<file path="src/rtl/ir_pd_pkg.sv">
package ir_pd_pkg;

    // Durations in base units (one unit = UNIT_TICKS strobe pulses)
    localparam int U_LEAD_MARK  = 16;
    localparam int U_FRAME_GAP  = 8;
    localparam int U_REPEAT_GAP = 4;
    localparam int U_BIT_MARK   = 1;
    localparam int U_ZERO_GAP   = 1;
    localparam int U_ONE_GAP    = 3;
    localparam int U_TIMEOUT    = 16;

    localparam int FRAME_BITS   = 32;

    typedef enum logic [2:0] {
        ST_IDLE,
        ST_LEAD_MARK,
        ST_LEAD_SPACE,
        ST_BIT_MARK,
        ST_BIT_SPACE,
        ST_REP_MARK
    } dec_state_t;

    typedef struct packed {
        logic       repeat_flag;
        logic [7:0] command;
        logic [7:0] address;
    } ir_result_t;

    // +/-25% acceptance window around a nominal count
    function automatic logic in_window(input int count, input int nominal);
        int lo;
        int hi;
        lo = nominal - nominal / 4;
        hi = nominal + nominal / 4;
        return (count >= lo) && (count <= hi);
    endfunction

    // Both bytes must match their inverted partners
    function automatic logic frame_intact(input logic [FRAME_BITS-1:0] raw);
        return (raw[7:0] == ~raw[15:8]) && (raw[23:16] == ~raw[31:24]);
    endfunction

endpackage

</file>
<file path="src/rtl/ir_pd_sync.sv">
module ir_pd_sync
    import ir_pd_pkg::*;
#(
    parameter int STAGES = 3
) (
    input  logic clk,
    input  logic rst,
    input  logic pin,
    input  logic invert,
    output logic rise,
    output logic fall
);

    logic [STAGES-1:0] chain;
    logic              level;
    logic              level_d;

    generate
        if (STAGES == 1) begin : g_single
            always_ff @(posedge clk) begin
                if (rst) chain <= '0;
                else     chain <= pin;
            end
        end else begin : g_chain
            always_ff @(posedge clk) begin
                if (rst) chain <= '0;
                else     chain <= {chain[STAGES-2:0], pin};
            end
        end
    endgenerate

    assign level = chain[STAGES-1] ^ invert;

    always_ff @(posedge clk) begin
        if (rst) level_d <= 1'b0;
        else     level_d <= level;
    end

    assign rise = level & ~level_d;
    assign fall = ~level & level_d;

endmodule

</file>
<file path="src/rtl/ir_pd_timer.sv">
module ir_pd_timer #(
    parameter int CNT_W = 10
) (
    input  logic             clk,
    input  logic             rst,
    input  logic             clear,
    input  logic             strobe,
    output logic [CNT_W-1:0] count
);

    localparam logic [CNT_W-1:0] CNT_MAX = '1;

    always_ff @(posedge clk) begin
        if (rst || clear) begin
            count <= '0;
        end else if (strobe && count != CNT_MAX) begin
            count <= count + 1'b1;
        end
    end

endmodule

</file>
<file path="src/rtl/ir_pd_decoder.sv">
module ir_pd_decoder
    import ir_pd_pkg::*;
#(
    parameter int CNT_W      = 10,
    parameter int UNIT_TICKS = 8
) (
    input  logic             clk,
    input  logic             rst,
    input  logic             enable,
    input  logic             repeat_en,
    input  logic             rise,
    input  logic             fall,
    input  logic [CNT_W-1:0] count,
    output logic             valid,
    output ir_result_t       word
);

    localparam int N_LEAD_MARK  = U_LEAD_MARK  * UNIT_TICKS;
    localparam int N_FRAME_GAP  = U_FRAME_GAP  * UNIT_TICKS;
    localparam int N_REPEAT_GAP = U_REPEAT_GAP * UNIT_TICKS;
    localparam int N_BIT_MARK   = U_BIT_MARK   * UNIT_TICKS;
    localparam int N_ZERO_GAP   = U_ZERO_GAP   * UNIT_TICKS;
    localparam int N_ONE_GAP    = U_ONE_GAP    * UNIT_TICKS;
    localparam int N_TIMEOUT    = U_TIMEOUT    * UNIT_TICKS;
    localparam int IDX_W        = $clog2(FRAME_BITS + 1);
    localparam logic [IDX_W-1:0] LAST_IDX = IDX_W'(FRAME_BITS);

    dec_state_t              state;
    logic [IDX_W-1:0]        bit_idx;
    logic [FRAME_BITS-1:0]   shreg;
    logic [15:0]             last_payload;
    logic                    have_last;

    int   cnt_i;
    logic ok_lead, ok_frame_gap, ok_rep_gap, ok_mark, ok_zero, ok_one, timed_out;

    always_comb begin
        cnt_i        = int'(count);
        ok_lead      = in_window(cnt_i, N_LEAD_MARK);
        ok_frame_gap = in_window(cnt_i, N_FRAME_GAP);
        ok_rep_gap   = in_window(cnt_i, N_REPEAT_GAP);
        ok_mark      = in_window(cnt_i, N_BIT_MARK);
        ok_zero      = in_window(cnt_i, N_ZERO_GAP);
        ok_one       = in_window(cnt_i, N_ONE_GAP);
        timed_out    = cnt_i >= N_TIMEOUT;
    end

    always_ff @(posedge clk) begin
        if (rst) begin
            state        <= ST_IDLE;
            bit_idx      <= '0;
            shreg        <= '0;
            last_payload <= '0;
            have_last    <= 1'b0;
            valid        <= 1'b0;
            word         <= '0;
        end else begin
            valid <= 1'b0;
            if (!enable) begin
                state <= ST_IDLE;
            end else begin
                case (state)
                    ST_IDLE: begin
                        if (rise) state <= ST_LEAD_MARK;
                    end
                    ST_LEAD_MARK: begin
                        if (fall) state <= ok_lead ? ST_LEAD_SPACE : ST_IDLE;
                    end
                    ST_LEAD_SPACE: begin
                        if (rise) begin
                            if (ok_frame_gap) begin
                                state   <= ST_BIT_MARK;
                                bit_idx <= '0;
                            end else if (ok_rep_gap) begin
                                state <= ST_REP_MARK;
                            end else begin
                                state <= ST_IDLE;
                            end
                        end else if (timed_out) begin
                            state <= ST_IDLE;
                        end
                    end
                    ST_BIT_MARK: begin
                        if (fall) begin
                            if (!ok_mark) begin
                                state <= ST_IDLE;
                            end else if (bit_idx == LAST_IDX) begin
                                state <= ST_IDLE;
                                if (frame_intact(shreg)) begin
                                    valid        <= 1'b1;
                                    word         <= '{repeat_flag: 1'b0,
                                                      command: shreg[23:16],
                                                      address: shreg[7:0]};
                                    last_payload <= {shreg[23:16], shreg[7:0]};
                                    have_last    <= 1'b1;
                                end
                            end else begin
                                state <= ST_BIT_SPACE;
                            end
                        end
                    end
                    ST_BIT_SPACE: begin
                        if (rise) begin
                            if (ok_zero || ok_one) begin
                                shreg   <= {ok_one, shreg[FRAME_BITS-1:1]};
                                bit_idx <= bit_idx + 1'b1;
                                state   <= ST_BIT_MARK;
                            end else begin
                                state <= ST_IDLE;
                            end
                        end else if (timed_out) begin
                            state <= ST_IDLE;
                        end
                    end
                    ST_REP_MARK: begin
                        if (fall) begin
                            state <= ST_IDLE;
                            if (ok_mark && have_last && repeat_en) begin
                                valid <= 1'b1;
                                word  <= '{repeat_flag: 1'b1,
                                           command: last_payload[15:8],
                                           address: last_payload[7:0]};
                            end
                        end
                    end
                    default: state <= ST_IDLE;
                endcase
            end
        end
    end

endmodule

</file>
<file path="src/rtl/ir_pd_receiver.sv">
module ir_pd_receiver
    import ir_pd_pkg::*;
#(
    parameter int SYNC_STAGES = 3,
    parameter int UNIT_TICKS  = 8,
    parameter int CNT_W       = 10
) (
    input  logic        clk,
    input  logic        rst,
    input  logic        rx_enable,
    input  logic        invert_pol,
    input  logic        repeat_enable,
    input  logic        ir_pin,
    input  logic        strobe,
    output logic        result_valid,
    output logic [16:0] result_word
);

    logic             edge_rise;
    logic             edge_fall;
    logic             cnt_clear;
    logic [CNT_W-1:0] dur_count;
    ir_result_t       dec_word;

    ir_pd_sync #(
        .STAGES (SYNC_STAGES)
    ) u_sync (
        .clk    (clk),
        .rst    (rst),
        .pin    (ir_pin),
        .invert (invert_pol),
        .rise   (edge_rise),
        .fall   (edge_fall)
    );

    assign cnt_clear = edge_rise | edge_fall | ~rx_enable;

    ir_pd_timer #(
        .CNT_W (CNT_W)
    ) u_timer (
        .clk    (clk),
        .rst    (rst),
        .clear  (cnt_clear),
        .strobe (strobe),
        .count  (dur_count)
    );

    ir_pd_decoder #(
        .CNT_W      (CNT_W),
        .UNIT_TICKS (UNIT_TICKS)
    ) u_decoder (
        .clk       (clk),
        .rst       (rst),
        .enable    (rx_enable),
        .repeat_en (repeat_enable),
        .rise      (edge_rise),
        .fall      (edge_fall),
        .count     (dur_count),
        .valid     (result_valid),
        .word      (dec_word)
    );

    assign result_word = dec_word;

endmodule

</file>
<file path="config.mk">
export PLATFORM = sky130hd
export DESIGN_NAME = ir_pd_receiver
export DESIGN_NICKNAME = d
export VERILOG_FILES = /design/src/rtl/ir_pd_pkg.sv /design/src/rtl/ir_pd_sync.sv /design/src/rtl/ir_pd_timer.sv /design/src/rtl/ir_pd_decoder.sv /design/src/rtl/ir_pd_receiver.sv
export SDC_FILE = /design/constraint.sdc
export NUM_CORES = 1
export LEC_CHECK = 0
export BUFFER_PORTS_ARGS = -buffer_cell sky130_fd_sc_hd__buf_4
export CAP_MARGIN = 20
export CORE_MARGIN = 3
export CORE_UTILIZATION = 55
export DETAILED_ROUTE_END_ITERATION = 16
export PLACE_DENSITY = 0.73
export SLEW_MARGIN = 20
export SYNTH_ARGS = -nofsm -noshare
export SYNTH_HDL_FRONTEND = slang
export SYNTH_SLANG_ARGS = --single-unit
</file>
<file path="constraint.sdc">
create_clock -name clk -period 3.65 [get_ports clk]
set_input_delay 0 -clock clk [delete_from_list [all_inputs] [get_ports clk]]
set_output_delay 0 -clock clk [all_outputs]
set_load 0.01 [all_outputs]
</file>
==> out/results.ini <==
[clock_tree]
cts_hold_buf = 2
ctsRootBufferMaster = sky130_fd_sc_hd__clkbuf_8
cts.repair_timing.setup_buffer_count = 0
post_cts_resized = 0
clk_path_buf_depth = 2
tritoncts = done
tritoncts.num_buffers = 9
worst_skew_pair.late_latency_ps = 370
number_of_h_tree_levels = 3
cts.reportedPaths.clkPinSlew_ps = 100
numClockSinks = 90

[sta]
timing_worst_slew_pin_value_ps = 950
finalWorstPathRequiredPeriod_ps = 3060
finalHoldViolCount = 0
grt_setup_unrepaired = false
setup-violations-final = 0
fmax_ghz = 0.327
maxSlewHeadroom_pct = 35.8
fin_worst_skew_ps = 19.3
setup_tns_ps = 0
final.period_utilization_pct = 83.9
final_max_slew_viol_count = 0

[critical_path]
r2r_start = u_sync.chain[2]
max_stage_delay_ps = 550
r2r_slack_ps = 590
worstReg2RegEnd = u_decoder.word[15]
cp-end-kind = flop
cp_data_required_time_ps = 3920
cp_max_fo = 16
most_frequent_cp_cell = sky130_fd_sc_hd__buf_4
crit_chain = dlygate4sd3_1 > buf_4 > xnor2_1 > ha_1 > nand2_1 > or4_1 > or4b_1 > o31ai_4 > buf_4 > mux2_2
critical_path.slowest_cell = sky130_fd_sc_hd__or4b_1
cp.arrival_ps = 3330
timing.setup.critical_path_class = in2reg
setup.worst_path.start_class = primary input
reg2regPathDepth = 8

[power_and_ir_drop]
total_leakage_power_uw = 0.00156
clock_power_share_pct = 37.6
sw_frac_of_total_pct = 25.6
comb_power_share_pct = 3.9
tot_pwr_uw = 1690
cellInternalPower_uw = 1260
net-switching-power_uw = 432
power_per_cell_area_nw_per_um2 = 339
seq_power_share_pct = 58.5
ir_drop_mv = 0.219

[logic_synthesis]
yosys.area.top_type = sky130_fd_sc_hd__dfxtp_1
yosys_most_used_dff = sky130_fd_sc_hd__dfxtp_1
synth_cells = 569
number_of_enable_flip_flop_cells_after_synthesis = 0
seq_area_frac_synth_pct = 39.0
synth_commonest_cells = sky130_fd_sc_hd__dfxtp_1, sky130_fd_sc_hd__a21oi_1, sky130_fd_sc_hd__nand2_1, sky130_fd_sc_hd__nand3_1, sky130_fd_sc_hd__clkbuf_1
post-synth-top-count-cell = sky130_fd_sc_hd__dfxtp_1
synth.cell_area_um2 = 4620
synth_async_sr_flop_share_pct = 0
synth_nets = 582
yosys_register_bits = 90
post_synth.cell_area_avg_um2 = 8.12
yosysUniqueCellTypes = 55
synth_largest_type_area_fraction_pct = 39.0
synth_top_cells_by_area = sky130_fd_sc_hd__dfxtp_1, sky130_fd_sc_hd__a21oi_1, sky130_fd_sc_hd__xnor2_1
synthesis.yosys.warnings = 0

[routing]
drt-wirelength-per-cell_um = 16.1
initialDrtViolationCount = 353
vias_per_cell = 6.12
via_count = 4117
drt_pre_antenna_iters = 5
drt-total-wl_um = 10800
drc_errors = 0
antenna_violating_nets_left = 0

[cells_and_area]
count_of_nets_after_finishing = 579
total_inserted_antenna_cells = 0
area.growth.synth_to_final_pct = 7.94
fillers = 680
drive_above_1_share_pct = 13.5

[placement]
routabilityCongestion = 0.881
portbufs = 24
detailedPlacementHpwl_um = 7050

[floorplanning]
fp-row-count = 32
placeableCoreArea_um2 = 7930
start_util_pct = 58.3
die_y_um = 97.6
top_level_ports = 25
die_x_um = 97.6
die_area_um2 = 9530

[global_route]
globalRouteTotalUtil_pct = 23.3
grt_pass1_vias = 3774
gr-total-overflow = 0
grt_first_pass_wirelength_um = 18500
grt_max_degree = 75
initial_antenna_violation_count = 0

[run]
timing.max_cap.violations = 0

[run_status]
run_status = finished clean

[min_path]
min_delay_worst_endpoint = u_decoder.valid
min_delay_path_depth = 4
min-delay-path-class = in2reg
hold_startpoint = repeat_enable

==> final cells by class <==
cell class | count | area, um2 | area share [%]
repair buffers | 35 | 268 | 5.37
clock inverters | 6 | 50.0 | 1.00
flip-flops and latches | 90 | 1800 | 36.1
well taps | 102 | 128 | 2.56
multi-input cells | 418 | 2570 | 51.5
clock buffers | 10 | 128 | 2.56
inverters | 12 | 45.0 | 0.903
==> critical path, delay by kind of cell <==
kind | cells | cell delay, ps
xor gates and xnor gates | 1 | 250
AOI/OAI and AO/OA | 1 | 190
buffers and inverters | 3 | 950
muxes | 1 | 370
adders and majority gates | 1 | 340
and+or+nand+nor | 3 | 1210
==> worst max path at each step <==
stage	from	slack, ps	endpoint
6_report	invert_pol	590	u_decoder.word[15]
5_1_grt	u_sync.chain[2]	380	u_decoder.word[11]
4_1_cts	u_sync.chain[2]	610	u_decoder.word[15]
3_5_place_dp	u_sync.chain[2]	620	u_decoder.word[0]
3_3_place_gp	u_sync.chain[2]	690	u_decoder.word[15]
2_1_floorplan	u_sync.chain[2]	750	u_decoder.word[10]
==> flip-flops by register name, summed over array words and instances (netlist names) <==
name,cells
u_sync.chain,3
u_decoder.valid,1
u_decoder.bit_idx,6
u_decoder.word,17
u_timer.count,10
u_decoder.state,3
u_decoder.last_payload,16
u_sync.level_d,1
u_decoder.have_last,1
u_decoder.shreg,32
==> through the flow <==
| stage | worst slack, ps | util (%) | hold slack (ps) | area [um2] | instances |
|---|---|---|---|---|---|
| 6_report | 587 | 62.9 | 66.1 | 4990 | 673 |
| 5_1_grt | 385 | 62.9 | 84.3 | 4990 | 673 |
| 4_1_cts | 611 | 62.9 | 44.8 | 4990 | 673 |
| 3_5_place_dp | 622 | 60.4 | 251 | 4790 | 655 |
| 3_3_place_gp | 692 | 60.4 | 218 | 4790 | 655 |
| 2_1_floorplan | 754 | - | 128 | 4620 | 569 |
==> layer usage <==
layer,vias to the layer above,GRT usage [%],routed length (um)
li1,2039,-,-
met1,1968,33.4,5250
met2,100,35.2,5030
met3,10,3.45,430
met4,0,9.05,132
met5,-,0,0
==> logic make-up (layout without fill, tap and decap cells) <==
family | after synthesis | in the layout | synth area share, %
XOR/XNOR | 25 | 25 | 4.74
buffers and inverters | 61 | 63 | 5.88
multiplexers | 18 | 18 | 4.33
adder cells (fa/ha/maj) | 6 | 6 | 1.63
AO/OA/AOI/OAI | 164 | 164 | 21.0
AND/OR/NAND/NOR | 205 | 205 | 23.4
flip-flops | 90 | 90 | 39.0
==> power by group through the flow <==
stage	sequential [uW]	clock (uW)	combinational (uW)
5_1_grt	989	686	73.3
2_1_floorplan	1010	0	51.4
6_report	988	635	66.7
3_3_place_gp	1010	0	62.7
3_5_place_dp	1010	0	63.7
4_1_cts	988	650	65.8
==> cell usage in the layout, fill, tap and decap left out, types with 3 or more instances in the layout <==
cell type / count
sky130_fd_sc_hd__a21oi_1: 79
sky130_fd_sc_hd__and2_1: 3
sky130_fd_sc_hd__and3_1: 3
sky130_fd_sc_hd__buf_4: 33
sky130_fd_sc_hd__clkbuf_8: 9
sky130_fd_sc_hd__dfxtp_1: 90
sky130_fd_sc_hd__ha_1: 6
sky130_fd_sc_hd__inv_1: 12
sky130_fd_sc_hd__mux2_2: 16
sky130_fd_sc_hd__nand2_1: 48
sky130_fd_sc_hd__nand2b_1: 3
sky130_fd_sc_hd__nand3_1: 41
sky130_fd_sc_hd__nand4_1: 20
sky130_fd_sc_hd__nor2_1: 20
sky130_fd_sc_hd__nor2b_1: 26
sky130_fd_sc_hd__nor3_1: 11
sky130_fd_sc_hd__nor4_1: 7
sky130_fd_sc_hd__o211ai_1: 4
sky130_fd_sc_hd__o21a_1: 3
sky130_fd_sc_hd__o21ai_0: 37
sky130_fd_sc_hd__o31ai_1: 21
sky130_fd_sc_hd__or3_1: 4
sky130_fd_sc_hd__or4_1: 5
sky130_fd_sc_hd__xnor2_1: 25
Power figures use the tool's default switching activity.
